### src/rtl/pio_calc_pkg.sv
package pio_calc_pkg;

  localparam int MAX_MODE   = 5;
  localparam int MIN_ACT    = 2;
  localparam int MAX_ACT    = 16;
  localparam int MIN_REC    = 2;
  localparam int SPILL_REC  = 17;
  localparam int MAX_REC    = 16;
  localparam int MAX_SETUP  = 5;
  localparam int SLOW_SETUP = 4;
  localparam int SLOW_ACT   = 16;
  localparam int SLOW_REC   = 16;

  typedef enum logic [1:0] {
    ST_IDLE,
    ST_ISSUE,
    ST_WAIT,
    ST_FINISH
  } calc_state_e;

  // Address setup time per mode, ns
  function automatic logic [7:0] mode_setup_ns(input logic [2:0] m);
    case (m)
      3'd0:    return 8'd70;
      3'd1:    return 8'd50;
      3'd2:    return 8'd30;
      3'd3:    return 8'd30;
      3'd4:    return 8'd25;
      default: return 8'd20;
    endcase
  endfunction

  // Strobe active time per mode, ns
  function automatic logic [7:0] mode_active_ns(input logic [2:0] m);
    case (m)
      3'd0:    return 8'd165;
      3'd1:    return 8'd125;
      3'd2:    return 8'd100;
      3'd3:    return 8'd80;
      3'd4:    return 8'd70;
      default: return 8'd50;
    endcase
  endfunction

endpackage

### src/rtl/pio_ceil_div.sv
// Sequential restoring divider returning ceil(num/den), one quotient bit per clock.
module pio_ceil_div #(
  parameter int NUM_W = 11,
  parameter int DEN_W = 8
) (
  input  logic             clk,
  input  logic             rst,
  input  logic             go,
  input  logic [NUM_W-1:0] num,
  input  logic [DEN_W-1:0] den,
  output logic             done,
  output logic [NUM_W:0]   quot
);
  localparam int EW = NUM_W + 1;
  localparam int CW = $clog2(EW + 1);
  localparam int PW = EW + DEN_W;

  logic [EW-1:0]    dvd_q;
  logic [DEN_W-1:0] rem_q;
  logic [DEN_W-1:0] den_q;
  logic [NUM_W-1:0] num_q;
  logic [CW-1:0]    cnt_q;
  logic             run_q;
  logic [DEN_W:0]   trial;
  logic             fits;

  assign trial = {rem_q, dvd_q[EW-1]};
  assign fits  = (trial >= {1'b0, den_q});

  always_ff @(posedge clk) begin
    if (rst) begin
      dvd_q <= '0;
      rem_q <= '0;
      den_q <= '0;
      num_q <= '0;
      cnt_q <= '0;
      run_q <= 1'b0;
      done  <= 1'b0;
    end else begin
      done <= 1'b0;
      if (go) begin
        // biasing by den-1 turns the floor division into a ceiling
        dvd_q <= EW'(num) + EW'(den) - EW'(1);
        rem_q <= '0;
        den_q <= den;
        num_q <= num;
        cnt_q <= CW'(EW);
        run_q <= 1'b1;
      end else if (run_q) begin
        rem_q <= fits ? DEN_W'(trial - {1'b0, den_q}) : trial[DEN_W-1:0];
        dvd_q <= {dvd_q[EW-2:0], fits};
        cnt_q <= cnt_q - CW'(1);
        if (cnt_q == CW'(1)) begin
          run_q <= 1'b0;
          done  <= 1'b1;
        end
      end
    end
  end

  assign quot = dvd_q;

  // the quotient is the smallest value whose product with den covers num
  p_ceil_exact_r2: assert property (@(posedge clk) disable iff (rst)
    done |-> ((PW'(quot) * PW'(den_q)) >= PW'(num_q)) &&
             ((quot == '0) || ((PW'(quot) - PW'(1)) * PW'(den_q) < PW'(num_q))));

endmodule

### src/rtl/pio_count_shaper.sv
// Applies rounding-derived recovery, limits, spill and revision correction.
module pio_count_shaper
  import pio_calc_pkg::*;
#(
  parameter int QW    = 12,
  parameter int CNT_W = 5
) (
  input  logic [QW-1:0]    s_q,
  input  logic [QW-1:0]    a_q,
  input  logic [QW-1:0]    r_q,
  input  logic [QW-1:0]    c_q,
  input  logic             rev_hi,
  output logic [CNT_W-1:0] s_o,
  output logic [CNT_W-1:0] a_o,
  output logic [CNT_W-1:0] r_o
);
  localparam int XW = QW + 2;

  logic [XW-1:0] sum_sa, r_alt, r_x, a_x, s_x;

  always_comb begin
    sum_sa = XW'(s_q) + XW'(a_q);
    r_alt  = (XW'(c_q) > sum_sa) ? XW'(c_q) - sum_sa : '0;
    r_x    = (r_alt > XW'(r_q)) ? r_alt : XW'(r_q);
    if (r_x < XW'(MIN_REC)) r_x = XW'(MIN_REC);
    a_x = (XW'(a_q) < XW'(MIN_ACT)) ? XW'(MIN_ACT) : XW'(a_q);
    if (r_x > XW'(SPILL_REC)) begin
      a_x = a_x + (r_x - XW'(SPILL_REC));
      r_x = XW'(SPILL_REC);
    end
    if (a_x > XW'(MAX_ACT)) a_x = XW'(MAX_ACT);
    if (rev_hi) r_x = r_x - XW'(1);
    if (r_x > XW'(MAX_REC)) r_x = XW'(MAX_REC);
    s_x = (XW'(s_q) > XW'(MAX_SETUP)) ? XW'(MAX_SETUP) : XW'(s_q);
    s_o = s_x[CNT_W-1:0];
    a_o = a_x[CNT_W-1:0];
    r_o = r_x[CNT_W-1:0];
  end

endmodule

### src/rtl/pio_pair_merge.sv
// Per-count maximum against a partner drive sharing the timing registers.
module pio_pair_merge #(
  parameter int LANES = 3,
  parameter int CNT_W = 5
) (
  input  logic                        en,
  input  logic [LANES-1:0][CNT_W-1:0] own,
  input  logic [LANES-1:0][CNT_W-1:0] peer,
  output logic [LANES-1:0][CNT_W-1:0] merged
);
  for (genvar i = 0; i < LANES; i++) begin : g_lane
    assign merged[i] = (en && (peer[i] > own[i])) ? peer[i] : own[i];
  end
endmodule

### src/rtl/pio_timing_calc.sv
module pio_timing_calc
  import pio_calc_pkg::*;
#(
  parameter int TIME_W = 11,
  parameter int PER_W  = 8,
  parameter int CNT_W  = 5
) (
  input  logic              clk,
  input  logic              rst,
  input  logic              start,
  input  logic [2:0]        pio_mode,
  input  logic [TIME_W-1:0] cycle_ns,
  input  logic [PER_W-1:0]  clk_period_ns,
  input  logic [1:0]        chip_rev,
  input  logic              pair_merge,
  input  logic [CNT_W-1:0]  peer_setup,
  input  logic [CNT_W-1:0]  peer_active,
  input  logic [CNT_W-1:0]  peer_recovery,
  output logic              busy,
  output logic              done,
  output logic              period_err,
  output logic [CNT_W-1:0]  setup_cnt,
  output logic [CNT_W-1:0]  active_cnt,
  output logic [CNT_W-1:0]  recovery_cnt
);
  localparam int QW    = TIME_W + 1;
  localparam int NOPS  = 4;
  localparam int LANES = 3;

  calc_state_e state_q;
  logic [1:0]        op_idx_q;
  logic [2:0]        mode_q;
  logic [TIME_W-1:0] tc_q;
  logic [PER_W-1:0]  per_q;
  logic              rev_hi_q, merge_q, err_pend_q;
  logic [LANES-1:0][CNT_W-1:0] peer_q;
  logic [QW-1:0]     quo_q [NOPS];

  // operand selection for the shared divider
  logic [TIME_W-1:0] ts_w, ta_w, tr_w, num_w;
  logic [TIME_W:0]   tsa_w;
  logic              dv_done;
  logic [QW-1:0]     dv_quot;

  assign ts_w  = TIME_W'(mode_setup_ns(mode_q));
  assign ta_w  = TIME_W'(mode_active_ns(mode_q));
  assign tsa_w = {1'b0, ts_w} + {1'b0, ta_w};
  assign tr_w  = ({1'b0, tc_q} > tsa_w) ? TIME_W'({1'b0, tc_q} - tsa_w) : '0;

  always_comb begin
    case (op_idx_q)
      2'd0:    num_w = ts_w;
      2'd1:    num_w = ta_w;
      2'd2:    num_w = tr_w;
      default: num_w = tc_q;
    endcase
  end

  pio_ceil_div #(.NUM_W(TIME_W), .DEN_W(PER_W)) div_i (
    .clk  (clk),
    .rst  (rst),
    .go   (state_q == ST_ISSUE),
    .num  (num_w),
    .den  (per_q),
    .done (dv_done),
    .quot (dv_quot)
  );

  logic [CNT_W-1:0] sh_s, sh_a, sh_r;

  pio_count_shaper #(.QW(QW), .CNT_W(CNT_W)) shape_i (
    .s_q    (quo_q[0]),
    .a_q    (quo_q[1]),
    .r_q    (quo_q[2]),
    .c_q    (quo_q[3]),
    .rev_hi (rev_hi_q),
    .s_o    (sh_s),
    .a_o    (sh_a),
    .r_o    (sh_r)
  );

  logic [LANES-1:0][CNT_W-1:0] own_w, mrg_w;
  assign own_w = {sh_r, sh_a, sh_s};

  pio_pair_merge #(.LANES(LANES), .CNT_W(CNT_W)) merge_i (
    .en     (merge_q),
    .own    (own_w),
    .peer   (peer_q),
    .merged (mrg_w)
  );

  always_ff @(posedge clk) begin
    if (rst) begin
      state_q      <= ST_IDLE;
      op_idx_q     <= '0;
      mode_q       <= '0;
      tc_q         <= '0;
      per_q        <= '0;
      rev_hi_q     <= 1'b0;
      merge_q      <= 1'b0;
      err_pend_q   <= 1'b0;
      peer_q       <= '0;
      for (int i = 0; i < NOPS; i++) quo_q[i] <= '0;
      done         <= 1'b0;
      period_err   <= 1'b0;
      setup_cnt    <= CNT_W'(SLOW_SETUP);
      active_cnt   <= CNT_W'(SLOW_ACT);
      recovery_cnt <= CNT_W'(SLOW_REC);
    end else begin
      done <= 1'b0;
      case (state_q)
        ST_IDLE: begin
          if (start) begin
            mode_q     <= (pio_mode > 3'(MAX_MODE)) ? 3'(MAX_MODE) : pio_mode;
            tc_q       <= cycle_ns;
            per_q      <= clk_period_ns;
            rev_hi_q   <= (chip_rev > 2'd1);
            merge_q    <= pair_merge;
            peer_q     <= {peer_recovery, peer_active, peer_setup};
            op_idx_q   <= '0;
            err_pend_q <= (clk_period_ns == '0);
            state_q    <= (clk_period_ns == '0) ? ST_FINISH : ST_ISSUE;
          end
        end
        ST_ISSUE: state_q <= ST_WAIT;
        ST_WAIT: begin
          if (dv_done) begin
            quo_q[op_idx_q] <= dv_quot;
            if (op_idx_q == 2'(NOPS - 1)) begin
              state_q <= ST_FINISH;
            end else begin
              op_idx_q <= op_idx_q + 2'd1;
              state_q  <= ST_ISSUE;
            end
          end
        end
        default: begin
          done       <= 1'b1;
          period_err <= err_pend_q;
          if (err_pend_q) begin
            setup_cnt    <= CNT_W'(SLOW_SETUP);
            active_cnt   <= CNT_W'(SLOW_ACT);
            recovery_cnt <= CNT_W'(SLOW_REC);
          end else begin
            setup_cnt    <= mrg_w[0];
            active_cnt   <= mrg_w[1];
            recovery_cnt <= mrg_w[2];
          end
          state_q <= ST_IDLE;
        end
      endcase
    end
  end

  assign busy = (state_q != ST_IDLE);

  p_accept_busy_r9: assert property (@(posedge clk) disable iff (rst)
    (start && !busy) |=> busy);
  p_done_pulse_r9: assert property (@(posedge clk) disable iff (rst)
    done |=> !done);
  p_done_idle_r9: assert property (@(posedge clk) disable iff (rst)
    done |-> !busy);
  p_hold_idle_r9: assert property (@(posedge clk) disable iff (rst)
    !busy |=> $stable({setup_cnt, active_cnt, recovery_cnt}));
  p_active_range_r4: assert property (@(posedge clk) disable iff (rst)
    (done && !period_err && !merge_q) |->
      (active_cnt >= CNT_W'(MIN_ACT)) && (active_cnt <= CNT_W'(MAX_ACT)));
  p_rec_limit_r5: assert property (@(posedge clk) disable iff (rst)
    (done && !period_err && !merge_q) |-> (recovery_cnt <= CNT_W'(MAX_REC)));
  p_setup_limit_r6: assert property (@(posedge clk) disable iff (rst)
    (done && !period_err && !merge_q) |-> (setup_cnt <= CNT_W'(MAX_SETUP)));
  p_merge_floor_r7: assert property (@(posedge clk) disable iff (rst)
    (done && !period_err && merge_q) |->
      (setup_cnt >= peer_q[0]) && (active_cnt >= peer_q[1]) &&
      (recovery_cnt >= peer_q[2]));
  p_slow_on_err_r8: assert property (@(posedge clk) disable iff (rst)
    (done && period_err) |->
      (setup_cnt == CNT_W'(SLOW_SETUP)) && (active_cnt == CNT_W'(SLOW_ACT)) &&
      (recovery_cnt == CNT_W'(SLOW_REC)));

endmodule

### config.mk
export PLATFORM = sky130hd
export DESIGN_NAME = pio_timing_calc
export DESIGN_NICKNAME = d
export VERILOG_FILES = /design/src/rtl/pio_calc_pkg.sv /design/src/rtl/pio_ceil_div.sv /design/src/rtl/pio_count_shaper.sv /design/src/rtl/pio_pair_merge.sv /design/src/rtl/pio_timing_calc.sv
export SDC_FILE = /design/constraint.sdc
export NUM_CORES = 1
export LEC_CHECK = 0
export BUFFER_PORTS_ARGS = -buffer_cell sky130_fd_sc_hd__buf_2
export CAP_MARGIN = 25
export CORE_MARGIN = 8
export CORE_UTILIZATION = 45
export CTS_CLUSTER_SIZE = 40
export DETAILED_ROUTE_END_ITERATION = 10
export PLACE_DENSITY = 0.63
export SKIP_CTS_REPAIR_TIMING = 1
export SYNTH_ARGS = -nofsm -noshare
export SYNTH_HDL_FRONTEND = slang
export SYNTH_SLANG_ARGS = --single-unit
### constraint.sdc
create_clock -name clk -period 23.8 [get_ports clk]
set_input_delay 4.76 -clock clk [delete_from_list [all_inputs] [get_ports clk]]
set_output_delay 4.76 -clock clk [all_outputs]
set_load 0.05 [all_outputs]
==> impl_metrics.ini <==
[timing]
timing.final.ws_setup_ps = 11520
worst_pin_slew_ps = 801
setup_viol = 0
fmax_mhz = 81.5
rsz0062_at_grt = false
finalMaxSlewViolations = 0
layout_min_cycle_time_ps = 12280
hold_viol = 0
max_slew_margin_pct = 46.3
period_share_pct = 51.6
tns_ps = 0
fin_skew_ps = 7.49

[power]
p_sw_uw = 291
pwr-share-seq_pct = 33.4
powerDensity_nw_per_um2 = 68.4
p_clk_share_pct = 32.0
leakage_uw = 0.00518
combPwrFrac_pct = 34.6
p_int_uw = 545
p_sw_share_pct = 34.8
peakVddDrop_uv = 50.4

[synth]
synthCells = 1342
yosysMostFrequentCell = nand2_1
syn_area_um2 = 11100
synth_compound_area_share_pct = 21.8
synthXorXnorAreaFrac_pct = 4.20
synthTopCellsByArea = dfxtp_1 17%, ha_1 14%, edfxtp_1 13%, a21oi_1 5.9%, nand2_1 5.3%
synth_adder_area_share_pct = 15.3
synth_top_family_by_area = compound AO/OA/AOI/OAI gates
synth-edff-count = 48
yosysTopAreaCellShare_pct = 17.2
syn_area_per_cell_um2 = 8.24
synth_ff_type = dfxtp_1
synth.top_cells.by_count = 155 x nand2_1, 130 x a21oi_1, 124 x ha_1, 123 x inv_1, 95 x dfxtp_1
synth_seq_area_share_pct = 30.3
ys_seq_elements = 143
synth-simple-area-share_pct = 19.9
ys_types = 87
ys_warn_count = 0
yosys-mux-area-fraction_pct = 2.20
ys_async_sr_fraction_pct = 0
synth_area_leader_cell = dfxtp_1

[clock_network]
cts_tree = built
clock-sinks = 143
cts_buffers = 17
clk_latency_ps = 430
cts_buffer_depth = 2
cts_max_level = 4
clkSlewWorstSetupHoldPaths_ps = 60
root_buffer = clkbuf_16

[detailed_routing]
routed_wirelength_um = 27700
ant_nets = 0
num_vias = 9448
avgViaCountPerCell = 5.50
routedWlPerCell_um = 16.1
route.detailed.drc = 0
dr.first_iter.drc_count = 630
dr.pass1.iters = 5

[setup_path]
crit_required_ps = 24150
cp_max_fo = 11
critPathArrivalTime_ps = 12630
crit_top_cell = a21oi_1
startpoint_type = register
slowest_delay_ps = 580
cp_slowest_cell = a211oi_2
endpoint_kind = register
critical_path_class = register to register

[placed_design]
hpwl_um = 21700
gp_congestion = 0.902
preCtsSetupSlack_ps = 11590
port_buffers = 59

[grt]
grt_max_degree = 72
grt_pass1_vias = 9321
grt_usage_pct = 18.6
grt_pass1_wl_um = 46300
gr-total-overflow = 0
antenna_found_initial = 0

[floorplan]
initial_core_util_pct = 45.6
rows = 57
die_area_um2 = 29800
ioPinCount = 61
dieHeight_um = 173
die_w_um = 173
fp.coreArea_um2 = 24200

[layout]
nNetsFinal = 1554
area_growth_pct = 10.7
diodes = 0
drive_gt1_share_pct = 9.83

[worst_hold_path]
hold_class = register to register

[outcome]
status = complete, no violations

[run]
maxCapViolations = 0
[per-stage QoR]
| step | hold WS [ps] | std cells | area, µm² | power [µW] | utilization (%) |
|---|---|---|---|---|---|
| final | 453 | 1717 | 12200 | 837 | 50.5 |
| after global routing | 468 | 1717 | 12200 | 891 | 50.5 |
| after CTS | 454 | 1717 | 12200 | 842 | 50.5 |
| after detailed placement | 445 | 1685 | 11600 | 571 | 48.0 |
| after global placement | 445 | 1684 | 11600 | 567 | 47.9 |
| after floorplan | 436 | 1346 | 11100 | 508 | - |
[critical path: cells and delay by family, from the launching register on]
kind                       cells  cell delay (ps)
AOI/OAI and AO/OA             26             6060
adders and majority gates      7             2180
buffers and inverters          2              130
DFF                            1              490
xor gates and xnor gates       2              350
and+or+nand+nor               16             2990
[layout by cell type, fill, tap and decap left out, types with 5 or more instances in the layout]
cell type,count
mux2i_1,22
a21o_1,21
fa_1,7
or4_1,6
nand3_1,28
o21bai_1,18
a31oi_1,6
buf_4,11
nor2b_1,15
edfxtp_1,48
conb_1,5
ha_1,124
inv_1,123
a21oi_1,130
nand2b_1,15
a22oi_1,16
o21ai_0,72
a211oi_1,25
or2_2,10
nor4_1,10
o21a_1,9
or3_1,7
clkinv_2,6
nand2_1,155
nand4_1,11
xnor2_1,31
o211ai_1,5
xor2_1,22
and3_1,13
dfxtp_1,95
o31ai_1,11
clkbuf_16,20
nor3_1,11
buf_2,59
and2_1,54
nor2_1,84
[final timing paths]
path	from	endpoint	slack [ps]	cells after the start
worst min-delay path	period_err	period_err	450	2
worst min register to register	period_err	period_err	450	2
worst max register to register	quo_q[1][1]	active_cnt[0]	11520	53
worst max-delay path	quo_q[1][1]	active_cnt[0]	11520	53
[final cells by class]
class,instances,area (µm²)
Clock buffer,20,500
Clock inverter,12,100
Fill cell,2345,12000
Inverter,124,468
Multi-Input combinational cell,1023,7030
Sequential cell,143,3340
Tap cell,324,405
Timing Repair Buffer,71,389
[flip-flops by register name, summed over array words and instances (netlist names), 2 cells and up]
| name | cells |
|---|---|
| div_i.quot | 12 |
| active_cnt | 5 |
| peer_q | 15 |
| recovery_cnt | 5 |
| state_q | 2 |
| div_i.den_q | 8 |
| quo_q | 48 |
| div_i.cnt_q | 4 |
| div_i.rem_q | 8 |
| mode_q | 3 |
| tc_q | 11 |
| setup_cnt | 5 |
| per_q | 8 |
| op_idx_q | 2 |
[cells by family (layout without fill, tap and decap cells)]
kind of cell	after synthesis	after routing
AND/OR/NAND/NOR	441	441
multiplexers	24	24
adder cells (fa/ha/maj)	131	131
other	1	5
buffers and inverters	180	227
XOR/XNOR	53	53
flip-flops	143	143
AO/OA/AOI/OAI	369	369
[power by group through the flow]
stage	Clock, µW	Sequential, µW	Combinational, µW
global placement	0	284	283
global route	283	281	327
finish	268	279	289
CTS	274	279	289
detailed placement	0	285	287
floorplan	0	277	230
[routing by layer]
layer	routed length [µm]	part of all wire, %	GRT usage (%)	up-vias
li1	-	-	-	4816
met1	13100	47	23.6	4432
met2	13100	47	31.6	158
met3	886	3.2	2.92	42
met4	599	2.2	6.22	0
met5	0	0	0	-
Note: power is estimated with default switching activity, not from simulation.
